**config.mk**
```make
export PLATFORM = sky130hd
export DESIGN_NAME = spi_slave_shifter
export DESIGN_NICKNAME = d
export VERILOG_FILES = /design/src/rtl/spi_slv_pkg.sv /design/src/rtl/spi_slv_sync.sv /design/src/rtl/spi_slv_pinmux.sv /design/src/rtl/spi_slv_core.sv /design/src/rtl/spi_slave_shifter.sv
export SDC_FILE = /design/constraint.sdc
export NUM_CORES = 1
export LEC_CHECK = 0
export ABC_AREA = 1
export CAP_MARGIN = 10
export CORE_MARGIN = 4
export CORE_UTILIZATION = 58
export DETAILED_ROUTE_END_ITERATION = 10
export PLACE_DENSITY = 0.86
export SYNTH_ARGS = -nofsm -noshare
export SYNTH_HDL_FRONTEND = slang
export SYNTH_SLANG_ARGS = --single-unit
```
**constraint.sdc**
```tcl
create_clock -name clk -period 5.2 [get_ports clk]
set_input_delay 1.56 -clock clk [delete_from_list [all_inputs] [get_ports clk]]
set_output_delay 1.56 -clock clk [all_outputs]
set_load 0.05 [all_outputs]
```
**src/rtl/spi_slv_pkg.sv**
```systemverilog
package spi_slv_pkg;

   // Role of one observed serial clock transition.
   typedef enum logic [1:0] {
      EDGE_NONE  = 2'd0,
      EDGE_LATCH = 2'd1,
      EDGE_SHIFT = 2'd2
   } edge_role_e;

   // Odd transitions capture when the phase is 0, even transitions when it is 1.
   function automatic edge_role_e classify_edge(input logic seen,
                                                input logic odd,
                                                input logic cpha);
      if (!seen) return EDGE_NONE;
      return (odd ^ cpha) ? EDGE_LATCH : EDGE_SHIFT;
   endfunction

endpackage

```
**src/rtl/spi_slv_sync.sv**
```systemverilog
module spi_slv_sync #(
   parameter int unsigned     WIDTH   = 3,
   parameter int unsigned     STAGES  = 2,
   parameter logic [WIDTH-1:0] RST_VAL = '0
) (
   input  logic             clk,
   input  logic             rst_n,
   input  logic [WIDTH-1:0] d,
   output logic [WIDTH-1:0] q
);

   if (STAGES < 2) begin : g_bad_stages
      $error("spi_slv_sync: STAGES must be at least 2");
   end
   if (WIDTH < 1) begin : g_bad_width
      $error("spi_slv_sync: WIDTH must be at least 1");
   end

   logic [WIDTH-1:0] stage_q [STAGES];

   for (genvar i = 0; i < STAGES; i++) begin : g_stage
      if (i == 0) begin : g_first
         always_ff @(posedge clk or negedge rst_n) begin
            if (!rst_n) stage_q[i] <= RST_VAL;
            else        stage_q[i] <= d;
         end
      end else begin : g_next
         always_ff @(posedge clk or negedge rst_n) begin
            if (!rst_n) stage_q[i] <= RST_VAL;
            else        stage_q[i] <= stage_q[i-1];
         end
      end
   end

   assign q = stage_q[STAGES-1];

endmodule

```
**src/rtl/spi_slv_pinmux.sv**
```systemverilog
module spi_slv_pinmux (
   input  logic single_wire,
   input  logic bidi_oe,
   input  logic sel_n_raw,
   input  logic sdo,
   input  logic pad_din,
   input  logic pad_io_in,
   output logic raw_din,
   output logic pad_io_out,
   output logic pad_io_oe
);

   always_comb begin
      raw_din    = single_wire ? pad_io_in : pad_din;
      // Gated from the raw pin so deselect releases the line with no sync delay.
      pad_io_oe  = !sel_n_raw && (!single_wire || bidi_oe);
      pad_io_out = pad_io_oe ? sdo : 1'b0;
   end

endmodule

```
**src/rtl/spi_slv_core.sv**
```systemverilog
module spi_slv_core
   import spi_slv_pkg::*;
#(
   parameter int unsigned MAX_W    = 16,
   parameter int unsigned NARROW_W = 8
) (
   input  logic             clk,
   input  logic             rst_n,
   input  logic             cfg_wide,
   input  logic             cfg_lsb_first,
   input  logic             cfg_cpha,
   input  logic             sel_act,
   input  logic             sclk_s,
   input  logic             din_s,
   input  logic             tx_load,
   input  logic [MAX_W-1:0] tx_data,
   input  logic             rx_read,
   output logic [MAX_W-1:0] rx_data,
   output logic             rx_full,
   output logic             sdo
);

   localparam int unsigned      CW          = $clog2(MAX_W + 1);
   localparam logic [MAX_W-1:0] NARROW_MASK = {{(MAX_W-NARROW_W){1'b0}}, {NARROW_W{1'b1}}};

   function automatic logic [MAX_W-1:0] push_bit(input logic [MAX_W-1:0] s,
                                                 input logic b,
                                                 input logic lsbf,
                                                 input logic wide);
      logic [MAX_W-1:0] r;
      if (!lsbf) begin
         r = {s[MAX_W-2:0], b};
      end else begin
         r = s >> 1;
         if (wide) r[MAX_W-1]    = b;
         else      r[NARROW_W-1] = b;
      end
      return r;
   endfunction

   function automatic logic pick_out(input logic [MAX_W-1:0] s,
                                     input logic lsbf,
                                     input logic wide);
      if (lsbf) return s[0];
      return wide ? s[MAX_W-1] : s[NARROW_W-1];
   endfunction

   logic [MAX_W-1:0] tx_reg, shreg, sh_shift;
   logic [CW-1:0]    bit_cnt, frame_len;
   logic             sclk_d, sel_d, edge_odd, pending, latch_q, sdo_q;
   logic             edge_seen, last_bit, done_c, commit_bit;
   edge_role_e       role;

   always_comb begin
      edge_seen  = sel_act && sel_d && (sclk_s != sclk_d);
      role       = classify_edge(edge_seen, edge_odd, cfg_cpha);
      frame_len  = cfg_wide ? CW'(MAX_W) : CW'(NARROW_W);
      last_bit   = (bit_cnt == frame_len - CW'(1));
      done_c     = last_bit && ((role == EDGE_SHIFT && !cfg_cpha) ||
                                (role == EDGE_LATCH &&  cfg_cpha));
      commit_bit = (role == EDGE_LATCH) ? din_s : latch_q;
      sh_shift   = push_bit(shreg, commit_bit, cfg_lsb_first, cfg_wide);
   end

   assign sdo = cfg_cpha ? sdo_q : pick_out(shreg, cfg_lsb_first, cfg_wide);

   // Host side registers
   always_ff @(posedge clk or negedge rst_n) begin
      if (!rst_n) begin
         tx_reg  <= '0;
         rx_data <= '0;
         rx_full <= 1'b0;
      end else begin
         if (tx_load) tx_reg <= tx_data;
         if (done_c) begin
            rx_data <= cfg_wide ? sh_shift : (sh_shift & NARROW_MASK);
            rx_full <= 1'b1;
         end else if (rx_read) begin
            rx_full <= 1'b0;
         end
      end
   end

   // Serial sequencing
   always_ff @(posedge clk or negedge rst_n) begin
      if (!rst_n) begin
         sclk_d   <= 1'b0;
         sel_d    <= 1'b0;
         edge_odd <= 1'b1;
         pending  <= 1'b0;
         latch_q  <= 1'b0;
         sdo_q    <= 1'b0;
         bit_cnt  <= '0;
         shreg    <= '0;
      end else begin
         sclk_d <= sclk_s;
         sel_d  <= sel_act;
         if (!sel_act) begin
            bit_cnt  <= '0;
            edge_odd <= 1'b1;
            pending  <= 1'b0;
            sdo_q    <= 1'b0;
         end else if (!sel_d) begin
            shreg    <= tx_reg;
            bit_cnt  <= '0;
            edge_odd <= 1'b1;
            pending  <= 1'b0;
            sdo_q    <= 1'b0;
         end else if (role != EDGE_NONE) begin
            edge_odd <= !edge_odd;
            if (done_c) begin
               shreg   <= tx_reg;
               bit_cnt <= '0;
               pending <= 1'b0;
            end else if (role == EDGE_LATCH) begin
               latch_q <= din_s;
               pending <= 1'b1;
            end else begin
               if (pending) begin
                  shreg   <= sh_shift;
                  bit_cnt <= bit_cnt + CW'(1);
                  pending <= 1'b0;
               end
               if (cfg_cpha)
                  sdo_q <= pick_out(pending ? sh_shift : shreg, cfg_lsb_first, cfg_wide);
            end
         end
      end
   end

   assert_idle_reset_R1: assert property (@(posedge clk) disable iff (!rst_n)
      !sel_act |=> (bit_cnt == '0 && !pending));

   assert_full_on_done_R7: assert property (@(posedge clk) disable iff (!rst_n)
      done_c |=> rx_full);

   assert_cnt_bound_R7: assert property (@(posedge clk) disable iff (!rst_n)
      sel_act |-> (bit_cnt < frame_len));

   assert_upper_zero_R11: assert property (@(posedge clk) disable iff (!rst_n)
      (done_c && !cfg_wide) |=> (rx_data[MAX_W-1:NARROW_W] == '0));

   assert_read_clear_R9: assert property (@(posedge clk) disable iff (!rst_n)
      (rx_read && !done_c) |=> !rx_full);

   assert_data_hold_R9: assert property (@(posedge clk) disable iff (!rst_n)
      !done_c |=> $stable(rx_data));

endmodule

```
**src/rtl/spi_slave_shifter.sv**
```systemverilog
module spi_slave_shifter #(
   parameter int unsigned MAX_W       = 16,
   parameter int unsigned NARROW_W    = 8,
   parameter int unsigned SYNC_STAGES = 2
) (
   input  logic             clk,
   input  logic             rst_n,
   input  logic             cfg_wide,
   input  logic             cfg_lsb_first,
   input  logic             cfg_cpha,
   input  logic             cfg_single_wire,
   input  logic             cfg_bidi_oe,
   input  logic             ser_clk,
   input  logic             ser_sel_n,
   input  logic             pad_din,
   input  logic             pad_io_in,
   output logic             pad_io_out,
   output logic             pad_io_oe,
   input  logic             tx_load,
   input  logic [MAX_W-1:0] tx_data,
   input  logic             rx_read,
   output logic [MAX_W-1:0] rx_data,
   output logic             rx_full
);

   if (NARROW_W < 2 || NARROW_W >= MAX_W) begin : g_bad_frame
      $error("spi_slave_shifter: need 2 <= NARROW_W < MAX_W");
   end

   localparam int unsigned SYNC_W = 3;

   logic              raw_din, sdo;
   logic [SYNC_W-1:0] raw_vec, sync_vec;

   spi_slv_pinmux u_pinmux (
      .single_wire (cfg_single_wire),
      .bidi_oe     (cfg_bidi_oe),
      .sel_n_raw   (ser_sel_n),
      .sdo         (sdo),
      .pad_din     (pad_din),
      .pad_io_in   (pad_io_in),
      .raw_din     (raw_din),
      .pad_io_out  (pad_io_out),
      .pad_io_oe   (pad_io_oe)
   );

   assign raw_vec = {ser_sel_n, ser_clk, raw_din};

   spi_slv_sync #(
      .WIDTH   (SYNC_W),
      .STAGES  (SYNC_STAGES),
      .RST_VAL (3'b100)
   ) u_sync (
      .clk   (clk),
      .rst_n (rst_n),
      .d     (raw_vec),
      .q     (sync_vec)
   );

   spi_slv_core #(
      .MAX_W    (MAX_W),
      .NARROW_W (NARROW_W)
   ) u_core (
      .clk           (clk),
      .rst_n         (rst_n),
      .cfg_wide      (cfg_wide),
      .cfg_lsb_first (cfg_lsb_first),
      .cfg_cpha      (cfg_cpha),
      .sel_act       (~sync_vec[2]),
      .sclk_s        (sync_vec[1]),
      .din_s         (sync_vec[0]),
      .tx_load       (tx_load),
      .tx_data       (tx_data),
      .rx_read       (rx_read),
      .rx_data       (rx_data),
      .rx_full       (rx_full),
      .sdo           (sdo)
   );

   assert_sel_hiz_R1: assert property (@(posedge clk) disable iff (!rst_n)
      ser_sel_n |-> !pad_io_oe);

   assert_listen_hiz_R8: assert property (@(posedge clk) disable iff (!rst_n)
      (cfg_single_wire && !cfg_bidi_oe) |-> !pad_io_oe);

endmodule

```
==> summary.txt, run 1 <==
top cell family by delay on the critical path - buffers and inverters
Vias/cell - 5.46
Fmax achieved - 0.217 GHz
Worst path slowest cell - clkdlybuf4s50_1
Max clock buf depth - 2
Final Routed Wirelength - 6720 um
Worst EP arrival - 3.05 ns
Crit path largest cell delay - 0.83 ns
Avg Inst Size Synth - 8.64 um2
Clock Pin Slew Worst Setup and Hold Paths - 0.07 ns
total CTS buffers - 9
most used cell, CP - clkdlybuf4s50_1
Worst Hold Class - reg2reg
Post-Syn Area - 0.00310 mm2
hold-fix buffers at CTS - 0
number of synthesized flops with an enable pin - 0
H-tree depth - 3
Max VDD drop - 0.253 mV
area leader, netlist - dfrtp_1
Remaining DRCs - 0
setup_tns - 0 ns
Placed Cells incl. Taps - 465
drt first pass iters - 5
Final Cycle Share - 88.6%
crit path capture type - primary output
Slew Limit Headroom - 52.6%
worst-skew pair later-pin latency - 0.34 ns
CTS root buf - clkbuf_8
Antenna Nets Post-Route - 0
vias in the first global route - 2,460
# rows - 26
worst hold path startpoint - u_sync.stage_q[3]
Die W - 81.1 um
Synth area leaders - dfrtp_1, o21ai_0, nand2_1
CTS sink count - 66
layout cells sized above 1 - 9.76%
Synth cell types - 29
Non-Filler Instances - 480
sequential share of the synthesized area - 53.4%
largest net degree at the start of global routing - 41
Layout area overhead - 23.9%
Port Buffers - 47
P_leak - 0.00181 uW
core area - 0.00514 mm2
Post-synth ARST share - 100%
CP Class - in2out
Max-cap violations - 0
post-CTS resize count - 0
# IOs - 48
final worst path period need - 4.61 ns
Initial Util - 60.3%
PD cells - 332 mW/mm2
final net count - 436
skew final - 0.00788 ns
Slew @ Worst Pin - 0.708 ns
global-route wire length before repair - 11,500 um
WL/cell - 14.0 um
status - finished clean
setup bufs post-CTS - 0
fin worst setup slack - 0.594 ns
gpl congestion - 0.925
reg2reg start - u_core.sel_d
CP Launch Type - primary input
Detailed Place HPWL - 4860 um
cells along the critical path - clkdlybuf4s50_1 > inv_1 > a21oi_1 > clkdlybuf4s50_1
Bufs and invs on worst path - 3
full die area - 0.00658 mm2
GRT Residual Overflow - 0
Die Y - 81.1 um
Yosys reg bits - 66
Synth top area share - 50.8%
Post-Syn Instances - 359
Synth Flop Type - dfrtp_1
final hold violations - 0
commonest non-fill, non-tap cell in the layout - nand2_1
initial antenna violation count - 0
Mapped Nets - 389
crit path max fanout - 2
DR vias - 2,621
setup violators final - 0
Final Core Density - 74.8%
Total GRT Usage - 23.1%
diode count - 0
Critical Path RT - 3.64 ns
dpl ws - 0.594 ns
CP Launch Point - cfg_bidi_oe
CTS tree - yes
RSZ-0062 raised after global routing - no
most frequent cells in the layout - nand2_1, o21ai_0, dfrtp_1
DR iter-0 viols - 210
synth warn - 0
fin. max-slew vios - 0
through the flow:
step	area (um2)	hold WS, ns	power [uW]
final	3840	0.353	1270
after global routing	3840	0.353	1330
after CTS	3840	0.352	1280
after detailed placement	3620	0.337	801
after global placement	3620	0.334	792
after floorplan	3100	0.331	726
synthesized netlist by cell type, types with 7 or more instances:
| master | n |
|---|---|
| a21oi_1 | 9 |
| mux2_2 | 10 |
| clkbuf_1 | 10 |
| o21ai_1 | 7 |
| nor3_1 | 9 |
| dfrtp_1 | 63 |
| inv_1 | 44 |
| nand2_1 | 79 |
| o211ai_1 | 8 |
| nor2_1 | 7 |
| nand3_1 | 17 |
| o21ai_0 | 67 |
worst paths after layout:
path	endpoint	depth (start not counted)	slack, ns
worst min register to register	u_sync.q[0]	0	0.35
min in group asynchronous	u_core.tx_reg[14]	1	1.21
max in group asynchronous	u_core.rx_data[7]	2	3.09
worst max register to register	u_core.shreg[3]	11	2.62
worst max-delay path	pad_io_oe	4	0.59
worst min-delay path	u_sync.q[0]	0	0.35
metal layers:
metal,wire length (um),up-vias,global-route usage [%]
met2,3080,96,34.4
met5,0,-,0
li1,-,1282,-
met1,3130,1228,32.9
met3,395,15,4.10
met4,118,0,11.0
power breakdown:
| group | switching (uW) | internal (uW) | leakage (uW) |
|---|---|---|---|
| clock network | 185 | 294 | 0.000110 |
| registers | 29.8 | 567 | 0.000838 |
| logic | 123 | 75.1 | 0.000865 |
| total | 337 | 937 | 0.00181 |
cell families (layout without fill, tap and decap cells):
logic type	Yosys count	in the layout	synth area share [%]
compound gates	97	97	17.0
xor+xnor	3	3	0.847
fa+ha+maj	1	1	0.403
buf+inv	62	113	7.87
flops	66	66	53.4
mux	10	10	3.63
simple gates	120	120	16.9
cell type report:
class	instances	area, um2
timing repair buffer	50	498
inverter	48	180
multi-input combinational	231	1200
tap	70	87.6
clock inverter	2	60.1
fill	405	1300
sequential	66	1660
clock buffer	13	159
Note: power is estimated with default switching activity, not from simulation.
==> run 2, diff against run 1 <==
CORE_UTILIZATION = 60   (was 58)
CTS_BUF_LIST = sky130_fd_sc_hd__clkbuf_4 sky130_fd_sc_hd__clkbuf_8   (was not set)
PLACE_DENSITY = 0.89   (was 0.86)
==> summary.txt, run 2 (same netlist as run 1, synthesis figures left out) <==
Multi-input gate area - 0.00120 mm2
final net count - 436
Final Cycle Share - 88.4%
Total GRT Usage - 24.5%
Fmax achieved - 0.218 GHz
fin worst setup slack - 0.605 ns
switching power share of the total - 26.3%
drt first pass iters - 7
CP Launch Type - primary input
NetSw - 354 uW
# IOs - 48
Max clock buf depth - 2
core area - 0.00488 mm2
Seq pwr share - 44.5%
initial antenna violation count - 0
worst-skew pair later-pin latency - 0.35 ns
Antenna Nets Post-Route - 0
post-CTS resize count - 0
Finished Cell Area - 0.00388 mm2
setup violators final - 0
gpl congestion - 0.885
commonest non-fill, non-tap cell in the layout - nand2_1
Max-cap violations - 0
Die Y - 79.9 um
Worst EP arrival - 3.04 ns
Die W - 79.9 um
final worst path period need - 4.60 ns
Logic pwr share - 15.0%
# rows - 25
diode count - 0
Worst Hold Class - reg2reg
CTS tree - yes
crit path capture type - primary output
CP Class - in2out
Remaining DRCs - 0
Max VDD drop - 0.226 mV
dpl ws - 0.591 ns
Power Total - 1350 uW
final hold violations - 0
Initial Util - 63.6%
fillcell total - 329
full die area - 0.00638 mm2
DR vias - 2,650
Clock Pin Slew Worst Setup and Hold Paths - 0.07 ns
largest net degree at the start of global routing - 35
RSZ-0062 raised after global routing - no
Slew Limit Headroom - 48.7%
GRT Residual Overflow - 0
fin. max-slew vios - 0
H-tree depth - 3
Port Buffers - 47
WL/cell - 14.8 um
Detailed Place HPWL - 4860 um
register area - 0.00166 mm2
status - finished clean
Layout area overhead - 25.0%
Final Routed Wirelength - 7080 um
Cell Area, Placed - 0.00362 mm2
Clk network pwr share - 40.4%
P_leak - 0.00183 uW
setup bufs post-CTS - 0
hold-fix buffers at CTS - 0
Critical Path RT - 3.64 ns
total CTS buffers - 9
internal power - 992 uW
PD cells - 347 mW/mm2
CTS root buf - clkbuf_8
Vias/cell - 5.54
skew final - 0.00553 ns
global-route wire length before repair - 11,900 um
DR iter-0 viols - 293
layout cells sized above 1 - 10.5%
most frequent cells in the layout - nand2_1, o21ai_0, dfrtp_1
Slew @ Worst Pin - 0.770 ns
vias in the first global route - 2,458
CTS sink count - 66
setup_tns - 0 ns
crit path max fanout - 2
==> run 2: power by group through the flow <==
stage	combinational [uW]	clock, uW	sequential [uW]
5_1_grt	228	573	604
3_3_place_gp	189	0	604
4_1_cts	200	551	598
3_5_place_dp	195	0	606
6_report	203	545	599
2_1_floorplan	129	0	597
==> run 2: area by class of cell <==
cell class                      instances  share of cell area (%)
Clock inverter                          4                    2.52
Timing Repair Buffer                   50                    12.8
Clock buffer                           12                    4.10
Tap cell                               67                    2.16
Inverter                               48                    4.65
Sequential cell                        66                    42.7
Multi-Input combinational cell        231                    31.0
==> run 2: final timing paths <==
| path | start | endpoint | slack [ns] | depth (start not counted) |
|---|---|---|---|---|
| setup reg to reg | u_core.sel_d | u_core.shreg[5] | 2.56 | 11 |
| hold / removal | u_sync.stage_q[3] | u_sync.q[0] | 0.36 | 0 |
| max in group asynchronous | rst_n | u_core.rx_data[2] | 3.03 | 2 |
| min in group asynchronous | rst_n | u_core.tx_reg[11] | 1.28 | 1 |
| hold reg to reg | u_sync.stage_q[3] | u_sync.q[0] | 0.36 | 0 |
| setup / recovery | cfg_bidi_oe | pad_io_oe | 0.60 | 4 |
==> run 2: layer usage <==
| layer | global-route usage, % | vias to the layer above | wire length (um) |
|---|---|---|---|
| li1 | - | 1285 | - |
| met1 | 33.3 | 1236 | 3160 |
| met2 | 37.7 | 117 | 3280 |
| met3 | 7.45 | 12 | 553 |
| met4 | 7.43 | 0 | 90 |
| met5 | 0 | - | 0 |
==> run 2: critical path, stage by stage <==
cell	delay, ns
clkdlybuf4s50_1	0.45
inv_1	0.03
a21oi_1	0.16
clkdlybuf4s50_1	0.83
==> run 2: metrics by stage <==
stage          util, %  std cells  hold slack, ns
2_1_floorplan        -        359           0.331
3_3_place_gp      74.2        462           0.337
3_5_place_dp      74.2        462           0.343
4_1_cts           79.4        478           0.363
5_1_grt           79.4        478           0.364
6_report          79.4        478           0.363
